[src/rtl/ow_read_master.sv]
module ow_read_master #(
  parameter int CLK_PER_US = 125,
  parameter int LOW_US     = 2,
  parameter int SAMPLE_US  = 13,
  parameter int SLOT_US    = 60,
  parameter int RECOVER_US = 1,
  parameter int BITS       = 8
) (
  input  logic            clk,
  input  logic            rst_n,
  input  logic            req_i,
  input  logic            byte_mode_i,
  input  logic            line_i,
  output logic            pull_low_o,
  output logic            busy_o,
  output logic            done_o,
  output logic [BITS-1:0] data_o
);
  localparam int TOTAL_US = SLOT_US + RECOVER_US;
  localparam int DIV_W    = $clog2(CLK_PER_US + 1);
  localparam int CNT_W    = $clog2(TOTAL_US + 1);
  localparam int IDX_W    = $clog2(BITS + 1);
  localparam logic [DIV_W-1:0] DIV_LAST = DIV_W'(CLK_PER_US - 1);
  localparam logic [CNT_W-1:0] LOW_CNT  = CNT_W'(LOW_US);
  localparam logic [CNT_W-1:0] SMP_CNT  = CNT_W'(SAMPLE_US - 1);
  localparam logic [CNT_W-1:0] END_CNT  = CNT_W'(TOTAL_US - 1);
  localparam logic [IDX_W-1:0] IDX_LAST = IDX_W'(BITS - 1);

  logic [1:0]      sync;
  logic [DIV_W-1:0] div;
  logic [CNT_W-1:0] us_cnt;
  logic [IDX_W-1:0] bit_idx;
  logic            mode_q;
  logic [BITS-1:0] shreg;

  wire tick      = busy_o && (div == DIV_LAST);
  wire sample_en = tick && (us_cnt == SMP_CNT);
  wire slot_end  = tick && (us_cnt == END_CNT);
  wire last_slot = !mode_q || (bit_idx == IDX_LAST);

  assign pull_low_o = busy_o && (us_cnt < LOW_CNT);

  always_ff @(posedge clk) begin
    if (!rst_n) begin
      sync    <= 2'b11;
      div     <= '0;
      us_cnt  <= '0;
      bit_idx <= '0;
      mode_q  <= 1'b0;
      busy_o  <= 1'b0;
      done_o  <= 1'b0;
      shreg   <= '0;
      data_o  <= '0;
    end else begin
      sync   <= {sync[0], line_i};
      done_o <= 1'b0;
      if (!busy_o) begin
        if (req_i) begin
          busy_o  <= 1'b1;
          mode_q  <= byte_mode_i;
          div     <= '0;
          us_cnt  <= '0;
          bit_idx <= '0;
        end
      end else begin
        div <= tick ? '0 : div + 1'b1;
        if (tick) us_cnt <= slot_end ? '0 : us_cnt + 1'b1;
        if (sample_en) shreg <= {sync[1], shreg[BITS-1:1]};
        if (slot_end) begin
          if (last_slot) begin
            busy_o <= 1'b0;
            done_o <= 1'b1;
            data_o <= mode_q ? shreg : {{(BITS-1){1'b0}}, shreg[BITS-1]};
          end else begin
            bit_idx <= bit_idx + 1'b1;
          end
        end
      end
    end
  end

  AST_PULL_ONLY_BUSY: assert property (@(posedge clk) disable iff (!rst_n)
    pull_low_o |-> busy_o);
  AST_RELEASED_AT_SAMPLE: assert property (@(posedge clk) disable iff (!rst_n)
    sample_en |-> !pull_low_o);
  AST_DONE_PULSE: assert property (@(posedge clk) disable iff (!rst_n)
    done_o |=> !done_o);
  AST_BUSY_ENDS_DONE: assert property (@(posedge clk) disable iff (!rst_n)
    $fell(busy_o) |-> done_o);
  AST_MODE_HELD: assert property (@(posedge clk) disable iff (!rst_n)
    (busy_o && $past(busy_o)) |-> $stable(mode_q));
  AST_RELEASED_AT_START: assert property (@(posedge clk) disable iff (!rst_n)
    slot_end |=> !$past(pull_low_o));
endmodule

[config.mk]
export PLATFORM = sky130hd
export DESIGN_NAME = ow_read_master
export DESIGN_NICKNAME = d
export VERILOG_FILES = /design/src/rtl/ow_read_master.sv
export SDC_FILE = /design/constraint.sdc
export NUM_CORES = 1
export LEC_CHECK = 0
export CORE_UTILIZATION = 55
export DETAILED_ROUTE_END_ITERATION = 12
export DONT_BUFFER_PORTS = 1
export GPL_TIMING_DRIVEN = 0
export PLACE_DENSITY = 0.7
export SYNTH_ARGS = -nofsm -noshare
export SYNTH_HDL_FRONTEND = slang
export SYNTH_SLANG_ARGS = --single-unit
export TNS_END_PERCENT = 1
[constraint.sdc]
create_clock -name clk -period 5.1 [get_ports clk]
set_input_delay 0.51 -clock clk [delete_from_list [all_inputs] [get_ports clk]]
set_output_delay 0.51 -clock clk [all_outputs]
set_load 0.02 [all_outputs]
==> impl_metrics.toml <==
[timing]
fin_skew_ps = 5.27
timing.slew.headroom = 0.570
final.min_clock_period_ps = 2250
final_critical_path_setup_slack_ps = 2850
clock.fmax_mhz = 444
max_slew.worst_pin.slew_ps = 640
tns_ps = 0
rsz0062_at_grt = "no"
hold_viol_final = 0
final_max_slew_viol_count = 0
setup_viol = 0
finalCritPeriodShare = 0.442

[placement]
place.gp.congestion = 0.906
port_buffers = 0
dp_hpwl_mm = 2.54
pre_cts_slack_ps = 2860

[cts]
cts-root-buf = "clkbuf_4"
cts_sinks = 38
cts_post_setup_buffers_inserted = 0
cts-hold-fix-buffers = 0
tritoncts = "built"
insertion_delay_ps = 340
htreeDepth = 2
cts.repair.resized = 0
numCtsBuffers = 5
path_clk_slew_ps = 110
max_root_sink_buffers = 2

[drt]
routed_wire_length_per_instance_um = 13.9
drc_errors = 0
drt_wl_total_mm = 3.52
dr_total_vias = 1473
detail_route.iter0.violations = 115
avgViaCountPerCell = 5.82
postRouteAntennaNets = 0
drt_pass1_iterations = 4

[worst_setup_path]
timing.critical_path.slowest_stage_cell = "or4_1"
end_kind = "output port"
critPathArrivalTime_ps = 1740
r2r_start = "busy_o"
cp_cell_sequence = "or4_1 > nor3_1"
data_required_critical_path_ps = 4590
timing.reg2reg.setup_slack_ps = 2860
setup.worst_path.start_class = "flop"
criticalPathCategory = "reg -> out"
timing.reg2reg.worst_path_depth = 7
timing.rr.end = "data_o[5]"
cp_max_fo = 6
worst_path_largest_cell_delay_ps = 530

[synth]
edff_count_synth = 0
synthFlopType = "dfxtp_1"
syn-cell-area_um2 = 1740
synth-seq-area-share = 0.437
netlist-cell-type-count = 41
synth-warning-count = 0
syn_area_per_cell_um2 = 8.65
synth_register_bits = 38
syn_inst = 201
syn_nets = 211
synth_async_sr_flop_share = 0

[flow_run]
max_cap_violations = 0

[floorplan]
die_area_um2 = 3390
die_w_um = 58.2
floorplan.initialDensity = 0.574
floorplan.io_pins = 16
row_count = 20
core_region_area_um2 = 3030
die_h_um = 58.2

[power]
power-per-cell-area_nw_per_um2 = 315
max_vdd_drop_mv = 0.233
total_leakage_power_nw = 0.758

[status]
run_status = "finished, final reports clean"

[grt]
maximum_number_of_pins_on_one_net_before_global_route_repair = 13
gr-total-overflow = 0
grt_pass1_vias = 1286
total_routing_usage_gr = 0.236
global_route_wire_length_before_repair_mm = 6.00
antenna_found_initial = 0

[cells_and_area]
final_core_util = 0.629
finalNetCount = 218
diodes = 0
post_route_cells_drive_above_1_share = 0.0670
syn2layout_area_growth_pct = 9.57

[hold_path]
min_from = "line_i"
sink_of_the_worst_hold_path = "sync[0]"
hold-path-cell-count = 1
hp-class = "in -> reg"
## registers in the layout, indices dropped and copies added, names as in the netlist
signal	count
div	7
mode_q	1
shreg	8
busy_o	1
us_cnt	6
sync	2
data_o	8
bit_idx	4
done_o	1
## kinds of logic (layout without fill, tap and decap cells)
logic type / after synthesis / in the layout / share of synthesized area
xor gates and xnor gates: 1 / 1 / 0.00504
and+or+nand+nor: 75 / 75 / 0.227
DFF: 38 / 38 / 0.437
adders and majority gates: 5 / 5 / 0.0360
buffers and inverters: 24 / 32 / 0.0532
muxes: 11 / 11 / 0.0640
AOI/OAI and AO/OA: 47 / 47 / 0.177
## layout by cell type, fill, tap and decap left out, types with 4 or more instances in the layout
master	count
nor3_1	8
dfxtp_1	38
a21oi_1	14
nand4_1	10
clkbuf_4	5
o211ai_1	4
clkbuf_1	11
nor2_1	18
ha_1	5
o21ai_0	12
inv_1	10
nand2_1	10
nand3_1	10
o211a_1	4
or4_1	4
mux2i_1	10
## power breakdown
group | total [W] | switching [W] | internal [W] | leakage (nW)
sequential | 0.000303 | 0.00000301 | 0.000300 | 0.307
combinational | 0.0000329 | 0.0000228 | 0.0000101 | 0.392
clock | 0.000264 | 0.0000984 | 0.000166 | 0.0585
## final cells by class
class                      count  area, um^2
fill                         270        1120
multi-input combinational    139         886
sequential                    38         761
clock inverter                 2        60.1
tap                           44        55.1
clock buffer                   6        51.3
buffer                        13        51.3
inverter                      11        41.3
## critical path, delay by kind of cell, from the launching register on
family | cells | cell delay, ps
AND/OR/NAND/NOR | 2 | 1030
flip-flops | 1 | 370
## per-stage QoR
| step | power (W) | instances | cell area (um^2) | hold WS, ps |
|---|---|---|---|---|
| 3_5_place_dp | 0.000342 | 245 | 1790 | 405 |
| 3_3_place_gp | 0.000341 | 245 | 1790 | 399 |
| 4_1_cts | 0.000603 | 253 | 1910 | 259 |
| 2_1_floorplan | 0.000335 | 201 | 1740 | 386 |
| 5_1_grt | 0.000622 | 253 | 1910 | 247 |
| 6_report | 0.000600 | 253 | 1910 | 263 |
## worst max-delay path by stage
stage / startpoint / endpoint / slack [ps] / depth (start not counted)
after floorplan: busy_o / data_o[0] / 3150 / 6
after CTS: us_cnt[1] / pull_low_o / 2830 / 2
after global routing: busy_o / data_o[5] / 2730 / 7
after global placement: busy_o / data_o[5] / 2920 / 7
after detailed placement: busy_o / data_o[5] / 2860 / 7
final: us_cnt[1] / pull_low_o / 2850 / 2
## per-layer routing
| metal | wire length [um] | GRT usage | part of all wire | vias to the layer above |
|---|---|---|---|---|
| li1 | - | - | - | 751 |
| met1 | 1730 | 0.317 | 0.49 | 683 |
| met2 | 1580 | 0.348 | 0.45 | 34 |
| met3 | 174 | 0.0781 | 0.049 | 5 |
| met4 | 44 | 0.0952 | 0.012 | 0 |
| met5 | 0 | 0 | 0 | - |
## synthesized netlist by cell type, drive strengths merged (2+ instances only)
master / number / area share
inv: 10 / 0.022
o211a: 4 / 0.023
o21ai: 13 / 0.037
nand2b: 3 / 0.011
or4: 4 / 0.017
nand4: 11 / 0.043
mux2i: 10 / 0.058
o211ai: 4 / 0.017
nand3: 10 / 0.029
nor3: 8 / 0.023
a21oi: 14 / 0.040
nor2: 18 / 0.039
dfxtp: 38 / 0.44
nor4: 2 / 0.0072
nor2b: 3 / 0.011
ha: 5 / 0.036
nand2: 10 / 0.022
clkbuf: 12 / 0.027
a31oi: 2 / 0.0072
or3: 2 / 0.0072
(Power assumes the default switching activity.)
